## src/rtl/muldiv_pkg.sv

```systemverilog
package muldiv_pkg;

    localparam logic [5:0] OP_REGTYPE = 6'b000000;
    localparam logic [5:0] FN_MULT    = 6'b011000;
    localparam logic [5:0] FN_MULTU   = 6'b011001;
    localparam logic [5:0] FN_DIV     = 6'b011010;
    localparam logic [5:0] FN_DIVU    = 6'b011011;
    localparam logic [5:0] FN_MFHI    = 6'b010000;
    localparam logic [5:0] FN_MFLO    = 6'b010010;

    // one-hot operation class plus the signedness of the operands
    typedef struct packed {
        logic mul;
        logic div;
        logic sgn;
        logic mfhi;
        logic mflo;
    } md_dec_t;

endpackage

```

## src/rtl/md_decode.sv

```systemverilog
module md_decode
    import muldiv_pkg::*;
(
    input  logic [5:0] opcode_i,
    input  logic [5:0] funct_i,
    output md_dec_t    dec_o
);

    always_comb begin
        dec_o = '0;
        if (opcode_i == OP_REGTYPE) begin
            case (funct_i)
                FN_MULT:  begin dec_o.mul = 1'b1; dec_o.sgn = 1'b1; end
                FN_MULTU: begin dec_o.mul = 1'b1; end
                FN_DIV:   begin dec_o.div = 1'b1; dec_o.sgn = 1'b1; end
                FN_DIVU:  begin dec_o.div = 1'b1; end
                FN_MFHI:  begin dec_o.mfhi = 1'b1; end
                FN_MFLO:  begin dec_o.mflo = 1'b1; end
                default:  dec_o = '0;
            endcase
        end
    end

endmodule

```

## src/rtl/md_multiplier.sv

```systemverilog
module md_multiplier #(
    parameter int W = 32
) (
    input  logic [W-1:0] a_i,
    input  logic [W-1:0] b_i,
    input  logic         signed_i,
    output logic [W-1:0] hi_o,
    output logic [W-1:0] lo_o
);

    logic [2*W-1:0] ext_a;
    logic [2*W-1:0] ext_b;
    logic [2*W-1:0] prod;

    // sign-extending to full product width makes the modular product exact
    always_comb begin
        ext_a = {{W{signed_i & a_i[W-1]}}, a_i};
        ext_b = {{W{signed_i & b_i[W-1]}}, b_i};
        prod  = ext_a * ext_b;
        hi_o  = prod[2*W-1:W];
        lo_o  = prod[W-1:0];
    end

endmodule

```

## src/rtl/md_divider.sv

```systemverilog
module md_divider #(
    parameter int W = 32
) (
    input  logic         clk,
    input  logic         rst,
    input  logic         start_i,
    input  logic         signed_i,
    input  logic [W-1:0] dvd_i,
    input  logic [W-1:0] dvs_i,
    output logic         busy_o,
    output logic         done_o,
    output logic [W-1:0] quot_o,
    output logic [W-1:0] rem_o
);

    localparam int              CNT_W   = $clog2(W);
    localparam logic [CNT_W-1:0] LAST   = CNT_W'(W - 1);
    localparam logic [CNT_W-1:0] CNT_ONE = CNT_W'(1);
    localparam logic [W-1:0]     ONE    = W'(1);

    typedef struct packed {
        logic             run;
        logic [CNT_W-1:0] cnt;
        logic [W-1:0]     rem;
        logic [W-1:0]     quo;
        logic [W-1:0]     dvs;
        logic             neg_q;
        logic             neg_r;
        logic             dvz;
        logic [W-1:0]     dvd_raw;
    } dstate_t;

    dstate_t s_d, s_q;

    logic [W:0]   shifted;
    logic [W:0]   diff;
    logic         fits;
    logic [W-1:0] rem_nx;
    logic [W-1:0] quo_nx;
    logic         last;

    function automatic logic [W-1:0] magnitude(input logic [W-1:0] v, input logic sg);
        return (sg && v[W-1]) ? (~v + ONE) : v;
    endfunction

    always_comb begin
        // one restoring step on the current partial remainder
        shifted = {s_q.rem, s_q.quo[W-1]};
        diff    = shifted - {1'b0, s_q.dvs};
        fits    = ~diff[W];
        rem_nx  = fits ? diff[W-1:0] : shifted[W-1:0];
        quo_nx  = {s_q.quo[W-2:0], fits};
        last    = s_q.run && (s_q.cnt == LAST);

        s_d = s_q;
        if (!s_q.run) begin
            if (start_i) begin
                s_d.run     = 1'b1;
                s_d.cnt     = '0;
                s_d.rem     = '0;
                s_d.quo     = magnitude(dvd_i, signed_i);
                s_d.dvs     = magnitude(dvs_i, signed_i);
                s_d.neg_q   = signed_i & (dvd_i[W-1] ^ dvs_i[W-1]);
                s_d.neg_r   = signed_i & dvd_i[W-1];
                s_d.dvz     = (dvs_i == '0);
                s_d.dvd_raw = dvd_i;
            end
        end else begin
            s_d.rem = rem_nx;
            s_d.quo = quo_nx;
            s_d.cnt = s_q.cnt + CNT_ONE;
            if (last) s_d.run = 1'b0;
        end

        busy_o = (!s_q.run && start_i) || (s_q.run && !last);
        done_o = last;
        if (s_q.dvz) begin
            quot_o = '1;
            rem_o  = s_q.dvd_raw;
        end else begin
            quot_o = s_q.neg_q ? (~quo_nx + ONE) : quo_nx;
            rem_o  = s_q.neg_r ? (~rem_nx + ONE) : rem_nx;
        end
    end

    always_ff @(posedge clk) begin
        if (rst) s_q <= '0;
        else     s_q <= s_d;
    end


    div_start_chk: assert property (@(posedge clk) disable iff (rst)
        (!s_q.run && start_i) |=> s_q.run);


    div_count_chk: assert property (@(posedge clk) disable iff (rst)
        (s_q.run && !last) |=> (s_q.run && s_q.cnt == $past(s_q.cnt) + CNT_ONE));


    div_zero_chk: assert property (@(posedge clk) disable iff (rst)
        (s_q.run && !last && s_q.dvs == '0) |=> s_q.quo[0]);

endmodule

```

## src/rtl/hilo_muldiv.sv

```systemverilog
module hilo_muldiv
    import muldiv_pkg::*;
#(
    parameter int W      = 32,
    parameter int RIDX_W = 5
) (
    input  logic              clk,
    input  logic              rst,
    input  logic [5:0]        opcode_i,
    input  logic [5:0]        funct_i,
    input  logic [W-1:0]      rs_val_i,
    input  logic [W-1:0]      rt_val_i,
    input  logic [RIDX_W-1:0] rd_i,
    output logic              busy_o,
    output logic              wb_en_o,
    output logic [RIDX_W-1:0] wb_idx_o,
    output logic [W-1:0]      wb_data_o
);

    typedef struct packed {
        logic [W-1:0] hi;
        logic [W-1:0] lo;
    } hilo_t;

    hilo_t        hilo_d, hilo_q;
    md_dec_t      dec;
    logic [W-1:0] mul_hi, mul_lo;
    logic         div_done;
    logic [W-1:0] div_quot, div_rem;

    md_decode u_dec (
        .opcode_i (opcode_i),
        .funct_i  (funct_i),
        .dec_o    (dec)
    );

    md_multiplier #(.W(W)) u_mul (
        .a_i      (rs_val_i),
        .b_i      (rt_val_i),
        .signed_i (dec.sgn),
        .hi_o     (mul_hi),
        .lo_o     (mul_lo)
    );

    md_divider #(.W(W)) u_div (
        .clk      (clk),
        .rst      (rst),
        .start_i  (dec.div),
        .signed_i (dec.sgn),
        .dvd_i    (rs_val_i),
        .dvs_i    (rt_val_i),
        .busy_o   (busy_o),
        .done_o   (div_done),
        .quot_o   (div_quot),
        .rem_o    (div_rem)
    );

    always_comb begin
        hilo_d = hilo_q;
        if (dec.mul) begin
            hilo_d.hi = mul_hi;
            hilo_d.lo = mul_lo;
        end else if (div_done) begin
            hilo_d.hi = div_rem;
            hilo_d.lo = div_quot;
        end

        wb_en_o   = (dec.mfhi || dec.mflo) && (rd_i != '0);
        wb_idx_o  = rd_i;
        wb_data_o = dec.mfhi ? hilo_q.hi : hilo_q.lo;
    end

    always_ff @(posedge clk) begin
        if (rst) hilo_q <= '0;
        else     hilo_q <= hilo_d;
    end


    reset_clear_chk: assert property (@(posedge clk) disable iff (rst)
        $past(rst) |-> (hilo_q == '0));


    mul_no_stall_chk: assert property (@(posedge clk) disable iff (rst)
        dec.mul |-> !busy_o);


    wb_idx_nonzero_chk: assert property (@(posedge clk) disable iff (rst)
        wb_en_o |-> (wb_idx_o != '0));


    hilo_hold_chk: assert property (@(posedge clk) disable iff (rst)
        (!dec.mul && !div_done) |=> $stable(hilo_q));

endmodule

```

## config.mk

```make
export PLATFORM = sky130hd
export DESIGN_NAME = hilo_muldiv
export DESIGN_NICKNAME = d
export VERILOG_FILES = /design/src/rtl/muldiv_pkg.sv /design/src/rtl/md_decode.sv /design/src/rtl/md_multiplier.sv /design/src/rtl/md_divider.sv /design/src/rtl/hilo_muldiv.sv
export SDC_FILE = /design/constraint.sdc
export NUM_CORES = 2
export LEC_CHECK = 0
export ABC_CLOCK_PERIOD_IN_PS = 15100
export BUFFER_PORTS_ARGS = -buffer_cell sky130_fd_sc_hd__buf_2
export CAP_MARGIN = 10
export CORE_MARGIN = 3
export CORE_UTILIZATION = 50
export CTS_CLUSTER_SIZE = 30
export DETAILED_ROUTE_END_ITERATION = 7
export GPL_TIMING_DRIVEN = 0
export PLACE_DENSITY = 0.77
export SLEW_MARGIN = 20
export SYNTH_ARGS = -nofsm -noshare
export SYNTH_HDL_FRONTEND = slang
export SYNTH_SLANG_ARGS = --single-unit
```

## constraint.sdc

```tcl
create_clock -name clk -period 15.1 [get_ports clk]
set_input_delay 4.53 -clock clk [delete_from_list [all_inputs] [get_ports clk]]
set_output_delay 4.53 -clock clk [all_outputs]
set_load 0.01 [all_outputs]
```

== Word level (Yosys, flattened, before mapping) ==
Index checks and enable logic that the tools add are counted.
Word-level totals
  flip-flop bits (word level): 201
  input port bits: 83
  output and inout port bits: 39
  logic and storage cells: 73
Operators by class
  add/sub/neg operators: 6
  $mul: 1
  equality and inequality tests: 7
  mux-type cells: 19
  bitwise logic cells: 10
  reductions and logical operators: 19
Operator list (number)
  $mux 32: 8
  $mux 137: 1
  $add 32x1->32 const B: 4
  $mux 64: 2
  $not 32->32: 4
  $mux 70: 1
  $mul 33x33->64: 1
  $eq 6x5->1 const B: 6
  $sub 33x32->33: 1
  $logic_not 32->1: 1
  $logic_and 1x1->1: 6
  $logic_not 6->1: 1
  $mux 1: 6
  $reduce_or 2->1: 3
  $add 5x1->5 const B: 1
  $eq 5x5->1 const B: 1
  $mux 5: 1
  $reduce_bool 5->1: 1
  $reduce_bool 2->1: 2
  $and 1x1->1: 3
  $logic_not 1->1: 2
  $logic_or 1x1->1: 2
  $not 1->1: 2
  $reduce_and 2->1: 1
  $xor 1x1->1: 1

== Logic depth before layout (Yosys ltp) ==
  depth in word-level cells: 8
  depth in mapped cells: 35
  mapped depth without buffers: 33

== Modules after synthesis ==
A second synthesis with hierarchy kept.
Unflattened totals
  cell total of the unflattened synthesis: 6052
  area, all modules: 52590.4 µm²
By module, submodules not included
  md_multiplier: instances 1, cells each 4129, area an instance 37672.4 µm², seq. area each 0.0 µm²
  md_divider: instances 1, cells each 1583, area an instance 11344.6 µm², seq. area each 2742.6 µm²
  hilo_muldiv: instances 1, cells each 327, area an instance 3484.6 µm², seq. area each 1281.2 µm²
  md_decode: instances 1, cells each 13, area an instance 88.8 µm², seq. area each 0.0 µm²

== Worst setup path after synthesis ==
Ideal clock, no wire load.
  path kind: input to register
  start: input opcode_i[3]
  end: register hilo_q[56] in the netlist's numbering
  library setup time: 0.095 ns
  arrival: 12.888 ns
  data required time: 15.005 ns
  setup slack: 2.116 ns
  cell stages on the path: 33
  buffers on the path: 2
  path through: nor4_1 nand2_1 nor3_1 and2_1 clkbuf_1 buf_1 nand2_1 inv_1 fa_1 inv_1 fa_1 inv_1 fa_1 fa_1 inv_1 fa_1 inv_1 fa_1 inv_1 fa_1 fa_1 inv_1 ha_1 nand2_1 nor2_1 nand2b_1 o21a_1 a311o_1 o21ba_2 nor2b_1 xnor2_1 nand2_1 a221oi_1
Between the ends
  longest elaborated chain between the ends: 5
Ends and longest elaborated chain
  start: declaration: RTL line hilo_muldiv.sv:9  | input logic [5:0] opcode_i,
  $logic_not 6->1 (*): RTL line md_decode.sv:11  | if (opcode_i == OP_REGTYPE) begin
  $mux 5 (*): RTL line md_decode.sv:11
  $and 1x1->1 (on tied branches): RTL line md_multiplier.sv:17, md_multiplier.sv:18
  $mul 33x33->64: RTL line md_multiplier.sv:19  | prod = ext_a * ext_b;
  $mux 64: RTL line hilo_muldiv.sv:60  | if (dec.mul) begin
  end signal: assignment: RTL line hilo_muldiv.sv:75  | else hilo_q <= hilo_d;
  end: declaration: RTL line hilo_muldiv.sv:25  | hilo_t hilo_d, hilo_q;
Every way passes the cells marked *; elsewhere a longest branch is shown, timed or not.
A chain may end at the register's enable or synchronous reset.

== Worst setup path after layout ==
  start: input opcode_i[3]
  end: register hilo_q[63] in the netlist's numbering
The elaborated chain is that of the path after synthesis.

==> impl_results.md <==
* Pre-antenna DRT Iters at 8
* Tmin final at 14,750 ps
* Synth top area share at 0.4388
* Req. time, crit path at 15,580 ps
* R2r startpoint: u_div.s_q[98]$_SDFFE_PP0P_
* Synth Instances at 6,031
* Cell variety after synth at 92
* Finished layout cell area at 54,270 um2
* Hold crit path type: flop to flop
* TritonCTS clock tree: done
* Crit path launch: opcode_i[3]
* Grt ovf at 0
* R2r worst-path depth at 23
* Setup-failing EPs final at 0
* Relative slew slack at 0.1520
* Top FF cell, synth: dfxtp_1
* CP delay by family, top: adder cells
* Worst path depth at 29
* Share of layout cells above drive strength 1 at 0.03792
* Critical Path Most Common Cell: fa_1
* Routability Congestion at 1.044
* Sequential share of the synthesized area at 0.07833
* Die width at 326.5 um
* Final HPWL DP at 161.8 mm
* Vias at 44,200
* WP buf/inv at 5
* Initial Util at 0.5085
* Most common cell after layout, fill and taps aside: inv_1
* Final worst slack at 353.6 ps
* Die H at 326.5 um
* Clock Sinks at 201
* Clk Latency, worst-skew pair at 550 ps
* Cts bufs inserted at 21
* #FFs+latches synth at 201
* Flop-to-flop setup slack at 6960 ps
* I/O Pins at 122
* Vias per cell at 5.883
* Largest net degree at the start of global routing at 25
* Ys async rst share at 0
* Clock Path Buffers at 3
* H-tree Lvls at 1
* CTS-repair resized insts at 0
* DIE AREA at 106,600 um2
* Layout area overhead at 5.651%
* Setup CP Type: input pin to flop
* Setup crit end kind: flop
* Top cells by area, synth: fa_1 (44%), inv_1 (8.8%), dfxtp_1 (7.8%)
* Reg2reg end: hilo_q[48]$_SDFFE_PP0P_
* Crit-path max FO at 10
* Area after DPL at 53,510 um2
* CORE AREA at 101,000 um2
* Slowest cell delay on critical path at 730 ps
* Average routed wire per standard cell at 26.11 um
* DRT antenna net count at 0
* RSZ-0062 raised after global routing: false
* Register clock-pin slew on the reported worst setup and hold paths at 70 ps
* Fin crit share at 0.9766
* EDFF count, synth at 0
* Ys Warns at 0
* PortBufs at 76
* Post-CTS setup buffer count at 0
* Remaining routing DRC violations at 0
* Final Hold Viols at 0
* Initial antenna violation count at 21
* Status: complete, no violations
* Max-cap violations at 0
* Most frequent cells in the layout: inv_1 (1,204), fa_1 (1,124), nand2_1 (1,000), nor2_1 (298), and2_1 (296)
* Startpoint types: input pin
* Slew @ Worst Pin at 1272 ps
* # rows at 116
* Final Max Tran Viols at 0
* CTS Hold Bufs at 0
* Largest area contributor in the netlist: fa_1
* Cell Area, Synth at 51,370 um2
* CTS root buf: clkbuf_16
* Final wirelength at 196.2 mm
* Hold Crit Depth at 2
* Nets at 7,592
* Worst Clk Skew at 36.13 ps
* Number of global-route vias before repair at 44,600
* First-pass GRT wire length at 289.7 mm
* GRT Overall Usage at 0.3682
* Setup crit end: hilo_q[63]$_SDFFE_PP0P_
* DRT iter0 DRCs at 5,295
* FMAX at 0.06781 GHz
* Slowest CP cell: o31ai_1
* CP arrival at 15,230 ps
* Hold Slack at 459.5 ps
* Post-synthesis net count at 7,491
* Pre-CTS WS at -498.3 ps
* Syn_area_per_cell at 8.518 um2
[sequential cells by signal, indices dropped and copies added (netlist names)]
signal and flops:
u_div.s_q 106, hilo_q 64, u_div.quo_nx 31
[synth_stat cells, drive strengths merged, types with 6 or more instances]
cell and number:
nor4 23, ha 251, nand3 27, o22ai 15, or4 16, and3 54
a2111oi 29, mux2i 14, nor4b 6, a311oi 12, a21boi 9, nor2b 11
o41ai 19, and2 296, o211a 7, o32ai 6, or3 26, o21bai 11
a21oi 227, nand4 16, a22oi 6, nand2 1000, or2 6, xnor2 115
a31oi 22, nor2 299, xor2 85, a221oi 9, buf 76, a211oi 69
dfxtp 201, inv 1205, nor3 55, clkbuf 317, fa 1126, mux2 40
o21ai 129, nand2b 16, a21o 37, o31ai 40, o211ai 19, o21a 24
[tightest hold or removal path, stage by stage (launching register included)]
cell,delay (ps)
dfxtp_1,310
nand2_1,50
a21oi_1,50
[layer usage]
metal,global-route usage,share of wire
met1,0.4862,0.38
met2,0.5358,0.42
met4,0.2013,0.068
met3,0.1206,0.14
met5,0,0.00054
[stage by stage]
stage	utilization	std cells	setup TNS [ps]
6_report	0.5373	7513	0
5_1_grt	0.5370	7504	0
4_1_cts	0.5368	7502	0
3_5_place_dp	0.5297	7466	-2584
3_3_place_gp	0.5291	7464	-26660
2_1_floorplan	-	6031	0
[cells by family (layout without fill, tap and decap cells)]
family          Yosys count  after routing  synth area share
other cells               0             11                 0
flops                   201            201           0.07833
fa+ha+maj              1377           1377            0.5000
compound gates          732            732           0.09426
mux                      54             54           0.01150
xor+xnor                200            200           0.03410
buf+inv                1599           1713            0.1177
simple gates           1868           1868            0.1641
[layout make-up]
cell class	instances	area [um2]
sequential	201	4024
buffer	392	1556
multi-input combinational	4231	41310
inverter	1206	4527
fill	9441	46740
clock buffer	31	633.1
antenna	11	27.53
tap	1357	1698
clock inverter	5	81.33
timing repair buffer	79	414.1
[how the worst min path moves through the flow]
stage | endpoint | start | slack (ps)
2_1_floorplan | u_div.s_q[18]$_SDFFE_PP0P_ | u_div.s_q[18]$_SDFFE_PP0P_ | 430
3_3_place_gp | u_div.s_q[66]$_SDFFE_PP0P_ | u_div.s_q[66]$_SDFFE_PP0P_ | 440
3_5_place_dp | u_div.s_q[15]$_SDFFE_PP0P_ | u_div.s_q[15]$_SDFFE_PP0P_ | 450
4_1_cts | u_div.s_q[15]$_SDFFE_PP0P_ | u_div.s_q[15]$_SDFFE_PP0P_ | 460
5_1_grt | u_div.s_q[26]$_SDFFE_PP0P_ | u_div.s_q[26]$_SDFFE_PP0P_ | 470
6_report | u_div.s_q[0]$_SDFFE_PP0P_ | u_div.s_q[0]$_SDFFE_PP0P_ | 460
Power is not shown: default switching activity piles up to over one toggle a cycle in this logic, so the estimate is an artifact.
